==> src/rtl/zps_pkg.sv <==
package zps_pkg;

   typedef enum logic [2:0] {
      OP_SET,
      OP_CLR,
      OP_SETLOW,
      OP_WAIT,
      OP_HOLD,
      OP_END
   } op_e;

   typedef struct packed {
      op_e        op;
      logic [2:0] bidx;
      logic       lvl;
      logic       on_pg;
   } step_t;

   localparam logic [2:0] B_CLK = 3'd0;
   localparam logic [2:0] B_RST = 3'd1;
   localparam logic [2:0] B_MEM = 3'd4;
   localparam logic [2:0] B_AUX = 3'd5;
   localparam logic [2:0] B_ISO = 3'd6;
   localparam logic [2:0] B_MAN = 3'd7;

   localparam int unsigned STEP_W = 4;
   localparam logic [STEP_W-1:0] UP_SKIP_IDX = 4'd9;

   function automatic step_t mk(op_e op, logic [2:0] b, logic l, logic p);
      step_t s;
      s.op    = op;
      s.bidx  = b;
      s.lvl   = l;
      s.on_pg = p;
      return s;
   endfunction

endpackage

==> src/rtl/zps_step_rom.sv <==
module zps_step_rom
   import zps_pkg::*;
(
   input  logic              up,
   input  logic [STEP_W-1:0] idx,
   output step_t             step
);
   // Step table. Power-up index UP_SKIP_IDX must stay the hold-release step.
   always_comb begin
      step = mk(OP_END, 3'd0, 1'b0, 1'b0);
      if (up) begin
         case (idx)
            4'd0: step = mk(OP_SETLOW, B_ISO, 1'b0, 1'b0);
            4'd1: step = mk(OP_SET,    B_MAN, 1'b0, 1'b0);
            4'd2: step = mk(OP_SET,    B_AUX, 1'b0, 1'b0);
            4'd3: step = mk(OP_SET,    B_MEM, 1'b0, 1'b0);
            4'd4: step = mk(OP_WAIT,   3'd0,  1'b1, 1'b0);
            4'd5: step = mk(OP_SET,    B_CLK, 1'b0, 1'b0);
            4'd6: step = mk(OP_WAIT,   3'd0,  1'b1, 1'b1);
            4'd7: step = mk(OP_CLR,    B_ISO, 1'b0, 1'b0);
            4'd8: step = mk(OP_SET,    B_RST, 1'b0, 1'b0);
            4'd9: step = mk(OP_HOLD,   3'd0,  1'b0, 1'b0);
            default: ;
         endcase
      end else begin
         case (idx)
            4'd0: step = mk(OP_SET,    B_MAN, 1'b0, 1'b0);
            4'd1: step = mk(OP_CLR,    B_RST, 1'b0, 1'b0);
            4'd2: step = mk(OP_CLR,    B_CLK, 1'b0, 1'b0);
            4'd3: step = mk(OP_SET,    B_ISO, 1'b0, 1'b0);
            4'd4: step = mk(OP_CLR,    B_MEM, 1'b0, 1'b0);
            4'd5: step = mk(OP_WAIT,   3'd0,  1'b0, 1'b0);
            4'd6: step = mk(OP_CLR,    B_AUX, 1'b0, 1'b0);
            4'd7: step = mk(OP_WAIT,   3'd0,  1'b0, 1'b1);
            4'd8: step = mk(OP_HOLD,   3'd0,  1'b1, 1'b0);
            default: ;
         endcase
      end
   end
endmodule

==> src/rtl/zps_wait_timer.sv <==
module zps_wait_timer #(
   parameter int unsigned LIMIT = 1000
) (
   input  logic clk,
   input  logic rst_n,
   input  logic clr,
   input  logic tick,
   output logic expired
);
   localparam int unsigned CNT_W = $clog2(LIMIT + 1);
   localparam logic [CNT_W-1:0] LIM = CNT_W'(LIMIT);

   initial begin
      if (LIMIT < 1) $error("LIMIT must be at least 1");
   end

   logic [CNT_W-1:0] cnt_q;

   always_ff @(posedge clk or negedge rst_n) begin
      if (!rst_n)               cnt_q <= '0;
      else if (clr)             cnt_q <= '0;
      else if (tick && !expired) cnt_q <= cnt_q + 1'b1;
   end

   assign expired = (cnt_q == LIM);

   // the poll counter never runs past its limit
   p_cnt_cap_r6: assert property (@(posedge clk) disable iff (!rst_n)
      cnt_q <= LIM);
endmodule

==> src/rtl/zps_ctrl_bank.sv <==
module zps_ctrl_bank
   import zps_pkg::*;
#(
   parameter int unsigned NCORES    = 4,
   parameter int unsigned CTRL_W    = 32,
   parameter logic [CTRL_W-1:0] CTRL_INIT = '0,
   localparam int unsigned IDX_W    = (NCORES > 1) ? $clog2(NCORES) : 1
) (
   input  logic                     clk,
   input  logic                     rst_n,
   input  logic [IDX_W-1:0]         sel,
   input  logic                     wr_en,
   input  op_e                      wr_op,
   input  logic [2:0]               wr_bit,
   input  logic                     hold_en,
   input  logic                     hold_val,
   output logic [NCORES*CTRL_W-1:0] ctrl_flat,
   output logic [NCORES-1:0]        hold
);
   localparam logic [CTRL_W-1:0] LOW_MASK = CTRL_W'(8'hFF);

   logic [CTRL_W-1:0] bmask;
   assign bmask = CTRL_W'(1) << wr_bit;

   for (genvar g = 0; g < NCORES; g++) begin : g_core
      localparam logic HOLD_RST = (g != 0);
      logic [CTRL_W-1:0] ctrl_q;
      logic              hold_q;
      logic              hit;
      assign hit = (sel == IDX_W'(g));

      always_ff @(posedge clk or negedge rst_n) begin
         if (!rst_n) begin
            ctrl_q <= CTRL_INIT;
            hold_q <= HOLD_RST;
         end else if (hit) begin
            if (wr_en) begin
               case (wr_op)
                  OP_SET:    ctrl_q <= ctrl_q | bmask;
                  OP_CLR:    ctrl_q <= ctrl_q & ~bmask;
                  OP_SETLOW: ctrl_q <= (ctrl_q & ~LOW_MASK) | bmask;
                  default:   ;
               endcase
            end
            if (hold_en) hold_q <= hold_val;
         end
      end

      assign ctrl_flat[g*CTRL_W +: CTRL_W] = ctrl_q;
      assign hold[g] = hold_q;
   end

   // boot core's hold bit is never raised once low
   p_core0_hold_r8: assert property (@(posedge clk) disable iff (!rst_n)
      !hold[0] |=> !hold[0]);
endmodule

==> src/rtl/zone_pwr_seq.sv <==
module zone_pwr_seq
   import zps_pkg::*;
#(
   parameter int unsigned NCORES      = 4,
   parameter int unsigned CTRL_W      = 32,
   parameter logic [CTRL_W-1:0] CTRL_INIT = '0,
   parameter int unsigned CLK_HZ      = 100_000_000,
   parameter int unsigned TIMEOUT_MS  = 500,
   parameter int unsigned TIMEOUT_CYC = CLK_HZ / 1000 * TIMEOUT_MS,
   localparam int unsigned IDX_W      = (NCORES > 1) ? $clog2(NCORES) : 1
) (
   input  logic                     clk,
   input  logic                     rst_n,
   input  logic                     start_i,
   input  logic                     cmd_up_i,
   input  logic [IDX_W-1:0]         core_i,
   input  logic [NCORES-1:0]        rst_stat_i,
   input  logic [NCORES-1:0]        mem_stat_i,
   input  logic [NCORES-1:0]        pg_stat_i,
   output logic                     busy_o,
   output logic                     done_o,
   output logic                     err_o,
   output logic [NCORES*CTRL_W-1:0] zone_ctrl_o,
   output logic [NCORES-1:0]        hold_o
);
   initial begin
      if (NCORES < 2)                 $error("NCORES must be at least 2");
      if ((1 << IDX_W) != NCORES)     $error("NCORES must be a power of two");
      if (CTRL_W < 8)                 $error("CTRL_W must hold the 8 control bits");
      if (TIMEOUT_CYC < 1)            $error("TIMEOUT_CYC must be at least 1");
   end

   typedef enum logic [1:0] {S_IDLE, S_RUN, S_LAST} state_e;

   state_e            state_q;
   logic [IDX_W-1:0]  core_q;
   logic              up_q;
   logic [STEP_W-1:0] idx_q;
   logic              err_q;
   logic              done_q;

   step_t step;
   logic  stat_sel;
   logic  stat_hit;
   logic  expired;
   logic  in_wait;

   zps_step_rom u_rom (
      .up   (up_q),
      .idx  (idx_q),
      .step (step)
   );

   assign stat_sel = step.on_pg ? pg_stat_i[core_q] : mem_stat_i[core_q];
   assign stat_hit = (stat_sel == step.lvl);
   assign in_wait  = (state_q == S_RUN) && (step.op == OP_WAIT);

   logic wr_en;
   logic hold_en;
   assign wr_en   = (state_q == S_RUN) &&
                    (step.op == OP_SET || step.op == OP_CLR || step.op == OP_SETLOW);
   assign hold_en = (state_q == S_RUN) && (step.op == OP_HOLD);

   zps_wait_timer #(.LIMIT(TIMEOUT_CYC)) u_timer (
      .clk     (clk),
      .rst_n   (rst_n),
      .clr     (!in_wait || stat_hit),
      .tick    (in_wait && !stat_hit),
      .expired (expired)
   );

   zps_ctrl_bank #(
      .NCORES    (NCORES),
      .CTRL_W    (CTRL_W),
      .CTRL_INIT (CTRL_INIT)
   ) u_bank (
      .clk       (clk),
      .rst_n     (rst_n),
      .sel       (core_q),
      .wr_en     (wr_en),
      .wr_op     (step.op),
      .wr_bit    (step.bidx),
      .hold_en   (hold_en),
      .hold_val  (step.lvl),
      .ctrl_flat (zone_ctrl_o),
      .hold      (hold_o)
   );

   always_ff @(posedge clk or negedge rst_n) begin
      if (!rst_n) begin
         state_q <= S_IDLE;
         core_q  <= '0;
         up_q    <= 1'b0;
         idx_q   <= '0;
         err_q   <= 1'b0;
         done_q  <= 1'b0;
      end else begin
         done_q <= 1'b0;
         case (state_q)
            S_IDLE: begin
               if (start_i) begin
                  err_q <= 1'b0;
                  if (!cmd_up_i && core_i == '0) begin
                     done_q <= 1'b1;
                  end else begin
                     core_q  <= core_i;
                     up_q    <= cmd_up_i;
                     idx_q   <= (cmd_up_i && !rst_stat_i[core_i]) ? UP_SKIP_IDX : '0;
                     state_q <= S_RUN;
                  end
               end
            end
            S_RUN: begin
               case (step.op)
                  OP_END: begin
                     state_q <= S_IDLE;
                     done_q  <= 1'b1;
                  end
                  OP_WAIT: begin
                     if (stat_hit)     idx_q   <= idx_q + 1'b1;
                     else if (expired) state_q <= S_LAST;
                  end
                  default: idx_q <= idx_q + 1'b1;
               endcase
            end
            S_LAST: begin
               if (stat_hit) begin
                  idx_q   <= idx_q + 1'b1;
                  state_q <= S_RUN;
               end else begin
                  err_q   <= 1'b1;
                  done_q  <= 1'b1;
                  state_q <= S_IDLE;
               end
            end
            default: state_q <= S_IDLE;
         endcase
      end
   end

   assign busy_o = (state_q != S_IDLE);
   assign done_o = done_q;
   assign err_o  = err_q;

   // no control change outside a running command
   p_idle_quiet_r8: assert property (@(posedge clk) disable iff (!rst_n)
      (state_q == S_IDLE) |=> $stable(zone_ctrl_o));
   // control words frozen while a status wait is unmatched
   p_wait_freeze_r5: assert property (@(posedge clk) disable iff (!rst_n)
      (in_wait && !stat_hit) |=> $stable(zone_ctrl_o));
   // completion never overlaps busy
   p_done_idle_r12: assert property (@(posedge clk) disable iff (!rst_n)
      done_o |-> !busy_o);
   // an accepted start leaves the error flag clear
   p_err_clear_r11: assert property (@(posedge clk) disable iff (!rst_n)
      (state_q == S_IDLE && start_i) |=> !err_o);
   // error flag holds until a new command is accepted
   p_err_sticky_r6: assert property (@(posedge clk) disable iff (!rst_n)
      (err_o && !(state_q == S_IDLE && start_i)) |=> err_o);
endmodule

==> config.mk <==
export PLATFORM = sky130hd
export DESIGN_NAME = zone_pwr_seq
export DESIGN_NICKNAME = d
export VERILOG_FILES = /design/src/rtl/zps_pkg.sv /design/src/rtl/zps_step_rom.sv /design/src/rtl/zps_wait_timer.sv /design/src/rtl/zps_ctrl_bank.sv /design/src/rtl/zone_pwr_seq.sv
export SDC_FILE = /design/constraint.sdc
export NUM_CORES = 1
export LEC_CHECK = 0
export ABC_AREA = 1
export CORE_MARGIN = 3
export CORE_UTILIZATION = 52
export CTS_CLUSTER_SIZE = 40
export DETAILED_ROUTE_END_ITERATION = 7
export GPL_TIMING_DRIVEN = 0
export MAX_ROUTING_LAYER = met4
export PLACE_DENSITY = 0.76
export SYNTH_ARGS = -nofsm -noshare
export SYNTH_HDL_FRONTEND = slang
export SYNTH_HIERARCHICAL = 1
export SYNTH_SLANG_ARGS = --single-unit
==> constraint.sdc <==
create_clock -name clk -period 2.9 [get_ports clk]
set_input_delay 0.87 -clock clk [delete_from_list [all_inputs] [get_ports clk]]
set_output_delay 0.87 -clock clk [all_outputs]
set_load 0.01 [all_outputs]
# Word level (Yosys, flattened, before mapping)
# Index checks and enable logic that the tools add are counted.
# W data, S select, Z words.
# word_totals
ramBits,0
latch_bits,0
rom_bits,0
mem_count,0
input_bits,18
output_inout_bits,135
regBits,169
# op_classes
n_addsub,2
eq_ne,28
bitwise,14
order_cmp,2
multipliers,0
div,0
n_reduce_logical,37
n_mux,37
shifts,1
# op_table
cell,n
$pmux W32 S3,4
$or A32 B32 Y32,8
$and A32 B32 Y32,4
$pmux W8 S10,1
$pmux W8 S9,1
$mux W26,2
$not A32 Y32,1
$shl A1 B3 Y32 const A,1
$add A26 B1 Y26 const B,1
$eq A26 B26 Y1 const B,1
$reduce_and A3 Y1,6
$eq A4 B3 Y1 const B,4
$mux W4,4
$pmux W4 S3,1
$mux W1,11
$eq A4 B2 Y1 const B,2
$eq A4 B4 Y1 const B,2
$mux W2,4
$mux W8,1
$ne A2 B2 Y1 const B,4
$pmux W4 S2,1
$reduce_and A2 Y1,4
$logic_and A1 B1 Y1,7
$bmux W1 S2,3
25 further kinds,43

# Logic depth before layout (Yosys ltp)
# Gate-level depths: netlist of run 1.
# logic_depth
ltp_word,10
mapped_depth,19
depth_no_buf,17

# By module
# Netlist of run 1, hierarchy kept.
# by_module_without_submodules
module,seq_area_each_um2,cells_each,area_each_um2,n_inst
zps_ctrl_bank,3306.9,478,4693.3,1
zps_wait_timer,650.6,295,1941.9,1
zone_pwr_seq,275.3,148,964.7,1
zps_step_rom,0.0,49,220.2,1

# Worst setup path before layout of run 1
# No wires, ideal clock.
# synth_timing
kind,register to register
from,register idx_q[1]
to,register u_timer.cnt_q[21]
path_stages_with_launch,20
required_time_ns,2.835
arrival_time_ns,2.495
period_less_slack_ns,2.560
path_slack_ns,0.340
setup_time_ns,0.065
path_cell_list,dfrtp_1 > inv_1 > nand2_1 > nand2_1 > nand3_1 > nand2_1 > nor2_1 > nand2_1 > inv_1 > nand2_2 > nor2_4 > inv_1 > nor2_2 > inv_1 > buf_2 > inv_1 > clkbuf_1 > buf_2 > nand4_1 > nand2_1
# synth_lines
item,line,source
start: declaration,zone_pwr_seq.sv:38,logic [STEP_W-1:0] idx_q;
start signal: assignment,zone_pwr_seq.sv:108,idx_q <= (cmd_up_i && !rst_stat_i[core_i]) ? UP_SKIP_IDX : '0;
start signal: assignment,zone_pwr_seq.sv:120,if (stat_hit) idx_q <= idx_q + 1'b1;
start signal: assignment,zone_pwr_seq.sv:123,default: idx_q <= idx_q + 1'b1;
end signal: assignment,zps_wait_timer.sv:22,else if (tick && !expired) cnt_q <= cnt_q + 1'b1;
end: declaration,zps_wait_timer.sv:17,logic [CNT_W-1:0] cnt_q;

# Final worst setup path of run 1
# layout_timing
from,register state_q[0]
to,output busy_o
# layout_between
elab_chain_cells,1
# layout_rtl
item,line,source
start: declaration,zone_pwr_seq.sv:35,state_e state_q;
start signal: assignment,zone_pwr_seq.sv:91,state_q <= S_IDLE;
start signal: assignment,zone_pwr_seq.sv:109,state_q <= S_RUN;
start signal: assignment,zone_pwr_seq.sv:116,state_q <= S_IDLE;
$reduce_bool A2 Y1,zone_pwr_seq.sv:141,assign busy_o = (state_q != S_IDLE);
end: declaration,zone_pwr_seq.sv:20,"output logic busy_o,"
# Every way passes these cells.

==> flow_summary.toml, run 1 <==
[synth]
syn-num-nets = 995
ys.warnings.count = 6
ys_ff_latch = 169
yosysSeqAreaShare_pct = 54.1
synth_area_um2 = 7820
syn_avg_cell_area_um2 = 8.06
syn_inst = 970
yosysUniqueCellTypes = 35

[worst_setup_path]
reg2reg_from = "idx_q[2]"
cp.required_ns = 2.03
r2r_cells = 14
crit_path_end_kind = "output pin"
worstReg2RegEnd = "u_bank/g_core[0].ctrl_q[0]"
reg2reg_slack_ns = 0.21
startpoint_type = "flip-flop"
path_class = "flip-flop to output pin"
path_max_fanout = 4
cp.arrival_ns = 1.82

[final_layout]
ff_latch_area_um2 = 4240
n_fill_cell = 1164
drive_gt1_share_pct = 9.70
area_delta_synth_final_pct = 30.5
final_nets = 1167
antennaDiodeCount = 0
multi_input_area_um2 = 2830

[job]
max_cap_violations = 0

[clock_tree]
path_clk_slew_ns = 0.06
ctsRootBufferMaster = "clkbuf_16"
cts.sink_count = 169
ctsHoldBuffers = 0
cts_tree = "built"
clock_latency_ns = 0.42
clk_path_buf_depth = 2
cts_inserted_buffers = 17
cts_htree_levels = 4
post_cts_buffers = 0

[detailed_routing]
num_vias = 6568
post_drt_wl_per_cell_um = 13.2
ant_nets = 0
drtIter0Drc = 401
drt-pass1-iter-count = 5
vias_per_cell = 4.91
post-route-drc-count = 0
wirelength_mm = 17.7

[die]
die_height_um = 129
dieArea_um2 = 16500
dieWidth_um = 129
core-area_um2 = 14600
start_util_pct = 53.4
rows = 44
io_pins = 153

[grt]
first_global_vias = 6375
grt_pass1_wl_mm = 29.9
track_usage_pct = 23.1
antenna_found_initial = 0
grt_max_degree = 91
grt_overflow = 0

[power_and_ir_drop]
ir_drop_mv = 0.450
power_mw = 7.75
p_leak_nw = 4.71
power_density_nw_per_um2 = 759

[placed_design]
preCtsSetupSlack_ns = -0.414
dp_hpwl_mm = 12.6
port_buffers = 152
place.gp.congestion = 0.919

[run_status]
status = "complete, no violations"

[min_path]
hold_path.class = "input port to async pin"

[sta]
setup_viol = 0
timing.fmax_mhz = 372
finalCriticalPeriod_ns = 2.69
period_share_pct = 92.8
relSlewSlack_pct = 51.9
fin_hold_ws_ns = 0.409
hold_violations = 0
skew_ns = 0.00825
finalMaxSlewViolations = 0
rsz0062_at_grt = "yes"
worst_pin_slew_ns = 0.714
setup_slack_ns = 0.209
## metal layers
metal  GRT usage (%)  share of wire, %  vias up
li1                -                 -     3271
met1            30.6                45     3067
met2            35.1                47      213
met3            6.72               7.7       17
met4            6.55               1.0        0
met5               -                 0        -
## cell type report
type | instances | area share (%)
Clock buffer | 19 | 4.24
Clock inverter | 13 | 1.30
Tap cell | 184 | 2.26
Inverter | 86 | 3.16
Multi-Input combinational cell | 606 | 27.7
Buffer | 109 | 4.62
Timing Repair Buffer | 153 | 15.2
Sequential cell | 169 | 41.5
## cells in the mapped netlist (all sizes together)
master | count | area share, %
xnor2 | 2 | 0.22
o21ai | 20 | 1.6
nor4 | 2 | 0.16
and3 | 1 | 0.080
nand4 | 23 | 1.8
o21bai | 2 | 0.19
ha | 7 | 1.1
nand3b | 1 | 0.096
clkinv | 1 | 0.048
nand3 | 61 | 4.5
nor3 | 3 | 0.19
o21a | 1 | 0.096
clkbuf | 97 | 4.7
dfrtp | 166 | 53
nand2 | 258 | 13
inv | 85 | 4.1
a31oi | 2 | 0.16
a21oi | 9 | 0.58
or2 | 1 | 0.080
xor2 | 11 | 1.2
nor2 | 199 | 11
o31ai | 1 | 0.096
a31o | 2 | 0.22
buf | 12 | 1.2
dfstp | 3 | 1.0
## how the worst max path moves through the flow
stage                        from                 to  slack, ns  depth (start not counted)
global route             idx_q[3]  u_timer/cnt_q[12]     -0.007                         18
floorplan                idx_q[1]  u_timer/cnt_q[21]       0.34                         19
finish                 state_q[0]             busy_o       0.21                          4
detailed placement  mem_stat_i[3]  u_timer/cnt_q[24]      -0.41                         16
global placement            rst_n          async pin      -5.90                          1
CTS                      idx_q[3]  u_timer/cnt_q[24]       0.04                         18
## per-stage QoR
| stage | instance area [um^2] | TNS [ns] | utilization [%] | cells |
|---|---|---|---|---|
| floorplan | 7820 | 0 | - | 970 |
| global placement | 9570 | -993.09 | 65.4 | 1306 |
| detailed placement | 9600 | -5.43 | 65.6 | 1307 |
| CTS | 10200 | 0 | 69.5 | 1339 |
| global route | 10200 | -0.00697 | 69.7 | 1339 |
| finish | 10200 | 0 | 69.7 | 1339 |
## critical path, cell delays in order (launching register included)
cell and delay, ns:
dfrtp_1 0.41, inv_1 0.09, ha_1 0.25, inv_1 0.09, clkdlybuf4s50_1 0.56
## logic make-up after synthesis
kind of cell | synth area share [%]
and+or+nand+nor | 30.4
buffers and inverters | 10.0
DFF | 54.1
AOI/OAI and AO/OA | 2.91
xor gates and xnor gates | 1.46
adders and majority gates | 1.12
## layout by cell type, fill, tap and decap left out, types with 14 or more instances in the layout
cell and count:
inv_1 71, nand2_1 250, nand3_1 51, nand4_1 23, inv_2 14, nor2_1 179
clkbuf_16 17, clkdlybuf4s50_1 151, clkbuf_1 98, dfrtp_1 164
## power by group
group / switching, mW / total (mW) / internal, mW
clock network: 0.975 / 2.18 / 1.21
logic: 1.73 / 2.73 / 1.00
registers: 0.213 / 2.83 / 2.62
total: 2.92 / 7.75 / 4.83
## what timing repair did
action                                 CTS  global route
setup endpoints to repair               13            51
endpoints found under the hold margin    0             0
resized for setup                        3            11
(Power assumes the default switching activity.)
==> run 2: changes to the inputs <==
CTS_CLUSTER_SIZE = 30   (was 40)
GPL_TIMING_DRIVEN = default   (was 0)
==> flow_summary.toml, run 2 (same netlist as run 1, synthesis figures left out) <==
[run_status]
status = "complete, no violations"

[placed_design]
place.gp.congestion = 0.918
port_buffers = 152
dp_cells = 1210
dp_hpwl_mm = 12.2

[sta]
setup_viol = 0
period_share_pct = 91.1
timing.fmax_mhz = 378
rsz0062_at_grt = "no"
finalCriticalPeriod_ns = 2.64
tns_ns = 0
relSlewSlack_pct = 49.9
hold_violations = 0
worst_pin_slew_ns = 0.744
skew_ns = 0.00849
finalMaxSlewViolations = 0

[die]
dieArea_um2 = 16500
io_pins = 153
dieWidth_um = 129
rows = 44
core-area_um2 = 14600
die_height_um = 129
start_util_pct = 53.4

[grt]
grt_pass1_wl_mm = 28.6
track_usage_pct = 22.3
antenna_found_initial = 0
first_global_vias = 5959
grt_max_degree = 61
grt_overflow = 0

[clock_tree]
cts_tree = "built"
cts.sink_count = 169
ctsResizeCount = 0
path_clk_slew_ns = 0.07
clk_path_buf_depth = 2
clock_latency_ns = 0.42
cts_inserted_buffers = 17
cts_htree_levels = 4
post_cts_buffers = 0
ctsRootBufferMaster = "clkbuf_16"
ctsHoldBuffers = 0

[final_layout]
final_common_cell = "nand2_1"
final_cell_mix = "nand2_1 (249), nor2_1 (180), dfrtp_1 (166)"
final_nets = 1070
fin_cells = 1242
area_delta_synth_final_pct = 25.5
drive_gt1_share_pct = 10.3
antennaDiodeCount = 0

[worst_setup_path]
reg2reg_from = "idx_q[3]"
path_class = "flip-flop to output pin"
crit_path_end_kind = "output pin"
startpoint_type = "flip-flop"
cp.required_ns = 2.03
worstReg2RegEnd = "u_timer/cnt_q[20]"
reg2reg_slack_ns = 0.40
path_max_fanout = 4
cp.arrival_ns = 1.77
r2r_cells = 14

[power_and_ir_drop]
ir_drop_mv = 0.464
p_leak_nw = 4.60
power_density_nw_per_um2 = 784

[detailed_routing]
post_drt_wl_per_cell_um = 13.7
post-route-drc-count = 0
drtIter0Drc = 530
vias_per_cell = 4.90
drt-pass1-iter-count = 5
wirelength_mm = 17.0
ant_nets = 0
num_vias = 6085

[min_path]
min_path_cells = 0
hold_path.class = "flip-flop to flip-flop"

[job]
max_cap_violations = 0
[run 2: cell count changes in the layout (fill, tap and decap cells not counted), moves of 3 or more]
cell,previous run,this run
buf_12,0,3
inv_6,6,2
buf_4,6,10
buf_6,5,1
inv_8,2,5
clkinv_4,0,3
clkbuf_1,98,1
[run 2: per-stage QoR]
step	total power, mW	hold WS (ns)	cell area [um^2]	utilization (%)	setup WS [ns]
after floorplan	4.58	0.454	7820	-	0.340
after global placement	5.52	0.364	9250	63.1	0.0712
after detailed placement	5.57	0.364	9250	63.1	0.00407
after CTS	7.74	0.379	9810	67.0	0.186
after global routing	8.21	0.383	9820	67.0	0.0867
final	7.70	0.374	9820	67.0	0.258
[run 2: worst max-delay path, cell delays in order (launching register included)]
cell	delay [ns]
dfrtp_1	0.40
inv_1	0.08
ha_1	0.23
inv_1	0.09
clkdlybuf4s50_1	0.56
[run 2: power breakdown]
part	total, mW	switching (mW)	internal [mW]
combinational	2.74	1.74	0.999
clock	2.13	0.995	1.14
sequential	2.83	0.211	2.62
total	7.70	2.94	4.75
[run 2: per-layer routing]
metal / track usage [%] / share of wire, % / wire length, um / vias up
li1: - / - / - / 3085
met1: 31.2 / 47 / 7990 / 2791
met2: 32.1 / 45 / 7690 / 189
met3: 6.56 / 6.6 / 1120 / 20
met4: 5.68 / 1.1 / 186 / 0
met5: - / 0 / 0 / -
[run 2: layout make-up]
class | instances | area [um^2]
Timing Repair Buffer | 165 | 1660
Sequential cell | 169 | 4230
Multi-Input combinational cell | 606 | 2810
Clock inverter | 14 | 134
Clock buffer | 18 | 429
Inverter | 86 | 323
Tap cell | 184 | 230
Fill cell | 1163 | 4830
[run 2: worst max path at each step]
stage | startpoint | endpoint | cells past startpoint
after floorplan | idx_q[1] | u_timer/cnt_q[21] | 19
after global placement | pg_stat_i[3] | u_timer/cnt_q[7] | 14
after detailed placement | pg_stat_i[3] | u_timer/cnt_q[7] | 14
after CTS | idx_q[3] | u_timer/cnt_q[7] | 14
after global routing | idx_q[3] | u_bank/g_core[3].ctrl_q[1] | 14
final | state_q[1] | busy_o | 4
==> run 3: changes to the inputs <==
REMOVE_ABC_BUFFERS = 1   (was default)
SKIP_LAST_GASP = 1   (was default)
==> flow_summary.toml, run 3 (same netlist as run 1, synthesis figures left out) <==
[sta]
tns_ns = 0
skew_ns = 0.00996
setup_viol = 0
relSlewSlack_pct = 51.5
hold_violations = 0
period_share_pct = 91.4
timing.fmax_mhz = 377
finalMaxSlewViolations = 0
worst_pin_slew_ns = 0.721
finalCriticalPeriod_ns = 2.65
rsz0062_at_grt = "no"

[worst_setup_path]
cp.required_ns = 2.03
worstReg2RegEnd = "u_timer/cnt_q[11]"
crit_path_end_kind = "output pin"
path_max_fanout = 4
startpoint = "state_q[0]"
reg2reg_slack_ns = 0.30
r2r_cells = 15
path_class = "flip-flop to output pin"
startpoint_type = "flip-flop"
reg2reg_from = "idx_q[3]"
cp.arrival_ns = 1.78

[clock_tree]
ctsHoldBuffers = 0
ctsRootBufferMaster = "clkbuf_16"
path_clk_slew_ns = 0.06
post_cts_buffers = 0
ctsResizeCount = 0
cts_tree = "built"
cts_htree_levels = 4
clock_latency_ns = 0.42
clk_path_buf_depth = 2
cts.sink_count = 169
cts_inserted_buffers = 17

[placed_design]
dp_hpwl_mm = 12.7
place.gp.congestion = 0.937
port_buffers = 152
dp_cells = 1214

[die]
dieArea_um2 = 16500
dieWidth_um = 129
io_pins = 153
die_height_um = 129
rows = 44
start_util_pct = 53.4
core-area_um2 = 14600

[detailed_routing]
vias_per_cell = 4.96
drt-pass1-iter-count = 5
drtIter0Drc = 472
num_vias = 6179
post-route-drc-count = 0
ant_nets = 0
wirelength_mm = 17.7
post_drt_wl_per_cell_um = 14.2

[grt]
grt_pass1_wl_mm = 29.9
first_global_vias = 6333
antenna_found_initial = 0
track_usage_pct = 23.3
grt_overflow = 0
grt_max_degree = 59

[final_layout]
final_common_cell = "nand2_1"
area_delta_synth_final_pct = 26.7
multi_input_area_um2 = 2800
fin_cells = 1245
final_nets = 1074
drive_gt1_share_pct = 10.4
final_cell_mix = "nand2_1 (250), nor2_1 (180), dfrtp_1 (166)"
antennaDiodeCount = 0
ff_latch_area_um2 = 4230
n_fill_cell = 1173

[min_path]
hold_path.class = "flip-flop to flip-flop"
min_path_cells = 0

[power_and_ir_drop]
switching_share_pct = 36.2
power.switching_mw = 2.89
ir_drop_mv = 0.491
pwr-share-seq_pct = 35.4
clkPwrFrac_pct = 30.4
p_leak_nw = 4.65
power_density_nw_per_um2 = 806
internal_power_mw = 5.10
combPwrFrac_pct = 34.3

[run_status]
status = "complete, no violations"

[job]
max_cap_violations = 0
-- run 3: cell types whose count changed in the layout (fill, tap and decap cells not counted), sizes merged --
cell and delta:
buf +4, bufinv +4, clkbuf +1, clkinv -4
inv -2
-- run 3: worst max path at each step --
stage | endpoint | depth (start not counted)
after global placement | u_timer/cnt_q[7] | 15
after CTS | busy_o | 4
after detailed placement | u_timer/cnt_q[11] | 15
after floorplan | u_timer/cnt_q[3] | 16
final | busy_o | 4
after global routing | u_timer/cnt_q[12] | 15
-- run 3: per-stage QoR --
stage               util (%)  setup WS, ns  instance area, um^2  power, mW  hold WS (ns)
detailed placement      63.3        0.0799                 9280       5.57         0.364
CTS                     67.7         0.226                 9910       8.03         0.378
global route            67.7         0.141                 9910       8.50         0.382
finish                  67.7         0.250                 9910       7.98         0.374
floorplan                  -         0.111                 7360       4.53         0.416
global placement        63.3         0.171                 9280       5.54         0.364
-- run 3: critical path, cell delays in order, from the launching register on --
cell	delay [ns]
dfrtp_1	0.39
inv_1	0.08
ha_1	0.25
inv_1	0.09
clkdlybuf4s50_1	0.55
-- run 3: cell type report --
cell class | count | share of cell area, %
clock buffers | 19 | 4.47
clock inverters | 12 | 1.89
inverters | 86 | 3.26
multi-input cells | 606 | 28.3
flip-flops and latches | 169 | 42.7
well taps | 184 | 2.32
repair buffers | 169 | 17.0
-- run 3: routing by layer --
metal / track usage (%) / wire length (um) / share of wire (%) / vias to the layer above
met1: 30.7 / 7880 / 45 / 2861
met5: - / 0 / 0 / -
met4: 6.55 / 285 / 1.6 / 0
met2: 35.0 / 8100 / 46 / 199
li1: - / - / - / 3093
met3: 7.64 / 1420 / 8.0 / 26
-- run 3: power groups by stage --
stage	combinational, mW	clock [mW]	sequential, mW
after global routing	3.07	2.57	2.86
after detailed placement	2.71	0	2.87
after global placement	2.67	0	2.86
final	2.73	2.43	2.82
after CTS	2.73	2.47	2.83
after floorplan	1.59	0	2.93
